$ cat src/rtl/baud_tick_pkg.sv
package baud_tick_pkg;
    localparam int WORD_W    = 32;
    localparam int SCALE_BIT = 0;
    localparam int LOAD_LSB  = 1;
    localparam int RUN_BIT   = 16;

    typedef enum logic [1:0] {
        CH_OFF    = 2'd0,
        CH_DIRECT = 2'd1,
        CH_SCALED = 2'd2
    } ch_state_e;
endpackage

$ cat src/rtl/baud_cfg_word.sv
module baud_cfg_word
    import baud_tick_pkg::*;
#(
    parameter int CNT_W = 12
) (
    input  logic              clk,
    input  logic              rst_n,
    input  logic              we_i,
    input  logic [WORD_W-1:0] wdata_i,
    output logic [WORD_W-1:0] word_o,
    output logic [CNT_W-1:0]  reload_o
);
    localparam int LOAD_MSB = LOAD_LSB + CNT_W - 1;

    function automatic logic [WORD_W-1:0] keep_mask();
        logic [WORD_W-1:0] m;
        m = '0;
        m[SCALE_BIT] = 1'b1;
        m[RUN_BIT]   = 1'b1;
        for (int b = LOAD_LSB; b <= LOAD_MSB; b++) m[b] = 1'b1;
        return m;
    endfunction

    localparam logic [WORD_W-1:0] KEEP = keep_mask();

    logic [WORD_W-1:0] word_q;

    always_ff @(posedge clk or negedge rst_n) begin
        if (!rst_n)    word_q <= '0;
        else if (we_i) word_q <= wdata_i & KEEP;
    end

    assign word_o   = word_q;
    assign reload_o = word_q[LOAD_MSB:LOAD_LSB];


    readback_mask_chk: assert property (@(posedge clk) disable iff (!rst_n)
        we_i |=> (word_o == ($past(wdata_i) & KEEP)));
endmodule

$ cat src/rtl/baud_tick_channel.sv
module baud_tick_channel
    import baud_tick_pkg::*;
#(
    parameter int CNT_W = 12,
    parameter int PRE_W = 4
) (
    input  logic             clk,
    input  logic             rst_n,
    input  logic             load_i,
    input  logic             new_run_i,
    input  logic             new_scale_i,
    input  logic [CNT_W-1:0] new_reload_i,
    input  logic [CNT_W-1:0] cur_reload_i,
    output logic             tick_o
);
    localparam logic [PRE_W-1:0] PRE_LAST = {PRE_W{1'b1}};

    ch_state_e        state_q, state_d;
    logic [CNT_W-1:0] cnt_q;
    logic [PRE_W-1:0] pre_q;
    logic             step;

    // Next-state logic: moves only on a write
    always_comb begin
        state_d = state_q;
        if (load_i) begin
            if (!new_run_i)      state_d = CH_OFF;
            else if (new_scale_i) state_d = CH_SCALED;
            else                 state_d = CH_DIRECT;
        end
    end

    always_ff @(posedge clk or negedge rst_n) begin
        if (!rst_n) state_q <= CH_OFF;
        else        state_q <= state_d;
    end

    // Output logic per state
    always_comb begin
        unique case (state_q)
            CH_OFF:    step = 1'b0;
            CH_DIRECT: step = 1'b1;
            CH_SCALED: step = (pre_q == PRE_LAST);
            default:   step = 1'b0;
        endcase
        tick_o = step && (cnt_q == '0);
    end

    // Counter and prescaler datapath
    always_ff @(posedge clk or negedge rst_n) begin
        if (!rst_n) begin
            cnt_q <= '0;
            pre_q <= '0;
        end else if (load_i) begin
            cnt_q <= new_run_i ? new_reload_i : '0;
            pre_q <= '0;
        end else begin
            unique case (state_q)
                CH_OFF: begin
                    cnt_q <= '0;
                    pre_q <= '0;
                end
                CH_DIRECT: begin
                    pre_q <= '0;
                    cnt_q <= (cnt_q == '0) ? cur_reload_i : cnt_q - 1'b1;
                end
                CH_SCALED: begin
                    pre_q <= pre_q + 1'b1;
                    if (step) cnt_q <= (cnt_q == '0) ? cur_reload_i : cnt_q - 1'b1;
                end
                default: begin
                    cnt_q <= '0;
                    pre_q <= '0;
                end
            endcase
        end
    end


    off_cleared_chk: assert property (@(posedge clk) disable iff (!rst_n)
        (state_q == CH_OFF) |-> (cnt_q == '0 && pre_q == '0 && !tick_o));


    count_bound_chk: assert property (@(posedge clk) disable iff (!rst_n)
        cnt_q <= cur_reload_i);


    scaled_gap_chk: assert property (@(posedge clk) disable iff (!rst_n)
        (state_q == CH_SCALED && tick_o && !load_i) |=> !tick_o);


    every_cycle_chk: assert property (@(posedge clk) disable iff (!rst_n)
        (state_q == CH_DIRECT && cur_reload_i == '0) |-> tick_o);


    write_restart_chk: assert property (@(posedge clk) disable iff (!rst_n)
        (load_i && new_run_i) |=> (cnt_q == $past(new_reload_i) && pre_q == '0));
endmodule

$ cat src/rtl/baud_tick_bank.sv
module baud_tick_bank
    import baud_tick_pkg::*;
#(
    parameter int NUM_CH = 4,
    parameter int CNT_W  = 12,
    parameter int PRE_W  = 4,
    localparam int ADDR_W = (NUM_CH > 1) ? $clog2(NUM_CH) : 1
) (
    input  logic              clk,
    input  logic              rst_n,
    input  logic [ADDR_W-1:0] cfg_addr,
    input  logic              cfg_we,
    input  logic [WORD_W-1:0] cfg_wdata,
    output logic [WORD_W-1:0] cfg_rdata,
    output logic [NUM_CH-1:0] tick_o
);
    localparam int LOAD_MSB = LOAD_LSB + CNT_W - 1;

    logic [NUM_CH-1:0][WORD_W-1:0] word_all;
    logic [NUM_CH-1:0][CNT_W-1:0]  reload_all;
    logic [NUM_CH-1:0]             load_sel;

    wire              w_run    = cfg_wdata[RUN_BIT];
    wire              w_scale  = cfg_wdata[SCALE_BIT];
    wire [CNT_W-1:0]  w_reload = cfg_wdata[LOAD_MSB:LOAD_LSB];

    for (genvar g = 0; g < NUM_CH; g++) begin : g_ch
        assign load_sel[g] = cfg_we && (cfg_addr == ADDR_W'(g));

        baud_cfg_word #(.CNT_W(CNT_W)) cfg_i (
            .clk      (clk),
            .rst_n    (rst_n),
            .we_i     (load_sel[g]),
            .wdata_i  (cfg_wdata),
            .word_o   (word_all[g]),
            .reload_o (reload_all[g])
        );

        baud_tick_channel #(.CNT_W(CNT_W), .PRE_W(PRE_W)) ch_i (
            .clk          (clk),
            .rst_n        (rst_n),
            .load_i       (load_sel[g]),
            .new_run_i    (w_run),
            .new_scale_i  (w_scale),
            .new_reload_i (w_reload),
            .cur_reload_i (reload_all[g]),
            .tick_o       (tick_o[g])
        );


        tick_needs_run_chk: assert property (@(posedge clk) disable iff (!rst_n)
            tick_o[g] |-> word_all[g][RUN_BIT]);
    end

    always_comb begin
        cfg_rdata = '0;
        for (int i = 0; i < NUM_CH; i++) begin
            if (cfg_addr == ADDR_W'(i)) cfg_rdata = word_all[i];
        end
    end


    single_load_chk: assert property (@(posedge clk) disable iff (!rst_n)
        $onehot0(load_sel));
endmodule

$ cat config.mk
export PLATFORM = sky130hd
export DESIGN_NAME = baud_tick_bank
export DESIGN_NICKNAME = d
export VERILOG_FILES = /design/src/rtl/baud_tick_pkg.sv /design/src/rtl/baud_cfg_word.sv /design/src/rtl/baud_tick_channel.sv /design/src/rtl/baud_tick_bank.sv
export SDC_FILE = /design/constraint.sdc
export NUM_CORES = 1
export LEC_CHECK = 0
export ABC_AREA = 0
export CORE_ASPECT_RATIO = 0.8
export CORE_MARGIN = 1
export CORE_UTILIZATION = 47
export CTS_CLUSTER_SIZE = 10
export DETAILED_ROUTE_END_ITERATION = 10
export DONT_BUFFER_PORTS = 1
export GPL_TIMING_DRIVEN = 0
export PLACE_DENSITY = 0.59
export RECOVER_POWER = 100
export SETUP_SLACK_MARGIN = 0.4
export SKIP_CTS_REPAIR_TIMING = 1
export SYNTH_ARGS = -nofsm -noshare
export SYNTH_HDL_FRONTEND = slang
export SYNTH_HIERARCHICAL = 1
export SYNTH_SLANG_ARGS = --single-unit
$ cat constraint.sdc
create_clock -name clk -period 2 [get_ports clk]
set_input_delay 0.2 -clock clk [delete_from_list [all_inputs] [get_ports clk]]
set_output_delay 0.2 -clock clk [all_outputs]
set_load 0.02 [all_outputs]
==> impl_metrics.ini <==
[logic_synthesis]
synth_warnings = 6
synth-async-reset-ratio = 1.00
synth_ff_type = dfrtp_1
synth.largest_area_cell = dfrtp_1
avgSynthCellArea_um2 = 10.5
yosysUniqueCellTypes = 52
syn_area_mm2 = 0.00882
synth-seq-cells = 128
synth_top_area_share = 0.363
synth_compound_area_frac = 0.151
synthAdderAreaFrac = 0.0284
netlist_top_cells_area = dfrtp_1 (36%), buf_4 (10%), mux2_2 (7.2%)
netlist_instances = 840
synth_edf_count = 0
synth-xor-area-share = 0.0159
synth.most_common_cell = dfrtp_1
ys_seq_area_frac = 0.363
synth_top_family_by_area = multiplexers
synthTopCellsByCount = dfrtp_1 (128), buf_4 (120), mux2_2 (56)
synth-simple-area-share = 0.126
synthMuxAreaShare = 0.173

[placed_design]
gp_congestion = 0.917
hpwl_um = 16400
dp.cells = 1161
port-buffer-count = 0

[global_route]
antenna_found_initial = 1
grt_max_degree = 129
grt_pass1_wl_um = 37400
grt_pass1_vias = 6731
global_route.usage.total = 0.255
grt_remaining_overflow = 0

[clock_network]
cts-buffers-inserted = 17
clockBufferDepth = 2
cts_sinks = 128
clk_pin_slew_ns = 0.05
clk_root_buffer_cell = clkbuf_16
clk-insertion-delay-late_ns = 0.43
htreeDepth = 4
cts_tree = yes

[critical_path]
regToRegSetupSlack_ns = 0
rr_endpoint = g_ch[0].ch_i/cnt_q[4]
crit_path_max_fanout = 5
r2r_cells = 10
crit_path_end = tick_o[3]
worstPathRequired_ns = 1.80
r2r_start = g_ch[0].ch_i/cnt_q[0]
endpoint_kind = output port
arrival_ns = 2.06
startpoint_type = register
path_class = reg2out
cp-startpoint = g_ch[3].ch_i/cnt_q[0]

[power]
power_uw = 15300
p_leak_uw = 0.00542
p_per_area_mw_per_mm2 = 1260
peakVddDrop_v = 0.000612

[detailed_routing]
drt-vias-per-instance = 5.56
first_pass_iters = 5
ant_nets = 0
totalWireLength_um = 27000
drtIter0Drc = 526
vias = 7472
wl_per_cell_um = 20.1
drc = 0

[flow_run]
max_cap_violations = 0

[die]
die_w_um = 155
fp.dieH_um = 125
dieArea_mm2 = 0.0193
core_region_area_mm2 = 0.0183
start_util = 0.482
io-pin-count = 73
rows = 44

[status]
status = finished with violations
violations = hold timing, setup timing

[sta]
post-route-period-util = 1.13
relSlewSlack = 0.525
skew_ns = 0.00696
fin_crit_ns = 2.26
tightest_slew_ns = 0.710
hold_viol = 128
slew_violations = 0
worst_slack_ns = -0.257
whs_ns = -0.530
max_freq_mhz = 443
rsz0062_at_grt = yes
setup_viol = 26

[final_layout]
area_delta_synth_final_pct = 37.9
drive_gt1_frac = 0.506
fillers = 1424
final_nets = 1137
fin_cells = 1345

[worst_hold_path]
holdCritPathClass = in2async
## layer usage
layer / global-route usage / wire, um
met3: 0.0442 / 1210
met5: 0 / 0
met2: 0.405 / 13200
met4: 0.0879 / 898
met1: 0.352 / 11800
## power breakdown
part	total [uW]	leakage (uW)	internal [uW]	switching, uW
sequential	3850	0.00160	3170	681
combinational	8250	0.00352	4390	3850
clock	3190	0.000296	2070	1120
## state kept, by name, summed over array words and instances, names as in the netlist
name / cells
g_ch.ch_i/pre_q: 16
g_ch.ch_i/cnt_q: 48
g_ch.ch_i/state_q: 8
g_ch.cfg_i/word_o: 56
## final cells by class
cell class              instances  area [um2]  share of cell area
diodes                          1        2.50            0.000206
plain buffers                 152        1240               0.102
clock buffers                  24         492              0.0404
clock inverters                 6         105             0.00864
inverters                      28         108             0.00885
multi-input cells             600        5360               0.441
flip-flops and latches        128        3220               0.265
well taps                     253         317              0.0260
repair buffers                153        1310               0.108
## worst max-delay path, stage by stage (launching register included)
cell and delay (ns):
dfrtp_2 0.42, inv_2 0.09, ha_4 0.14, nor3b_4 0.21, nand4_1 0.25, buf_6 0.22, nor3_4 0.29
## metrics by stage
stage          hold slack [ns]  setup TNS, ns  area (um2)  utilization  setup slack [ns]
2_1_floorplan          -0.0956              0        9400            -             0.234
5_1_grt                 -0.549          -8.72       12200        0.665            -0.358
6_report                -0.530          -1.83       12200        0.665            -0.257
3_5_place_dp           -0.0923          -1.83        9720        0.532            -0.256
3_3_place_gp           -0.0928          -1.14        9720        0.532            -0.179
4_1_cts                 -0.543          -2.41       10300        0.564            -0.574
## cell families after synthesis
family | count (synthesis)
buf+inv | 180
other cells | 4
xor+xnor | 16
fa+ha+maj | 20
mux | 104
flops | 128
simple gates | 192
compound gates | 196
## how the worst min path moves through the flow
stage / slack [ns] / end / depth (start not counted) / start
2_1_floorplan: -0.1 / g_ch[0].cfg_i/word_o[0] / 0 / rst_n
3_3_place_gp: -0.09 / g_ch[0].ch_i/pre_q[2] / 0 / rst_n
3_5_place_dp: -0.09 / g_ch[0].ch_i/pre_q[2] / 0 / rst_n
4_1_cts: -0.54 / g_ch[0].ch_i/pre_q[2] / 0 / rst_n
5_1_grt: -0.55 / g_ch[0].ch_i/state_q[0] / 0 / rst_n
6_report: -0.53 / g_ch[0].ch_i/state_q[0] / 0 / rst_n
## placed cells by master (no fill, tap or decap), types with 11 or more instances in the layout
cell type	n
and3_4	11
buf_4	215
a31oi_1	16
nor2_1	39
inv_1	18
mux2i_1	15
a22oi_1	34
o21ai_1	23
or2_2	12
dfrtp_1	114
dlygate4sd3_1	14
mux2_2	56
mux4_2	31
xor2_1	12
nand2_1	22
conb_1	72
clkbuf_16	20
dfrtp_2	14
a21oi_1	25
buf_6	30
o21ai_0	17
Power figures use the tool's default switching activity.
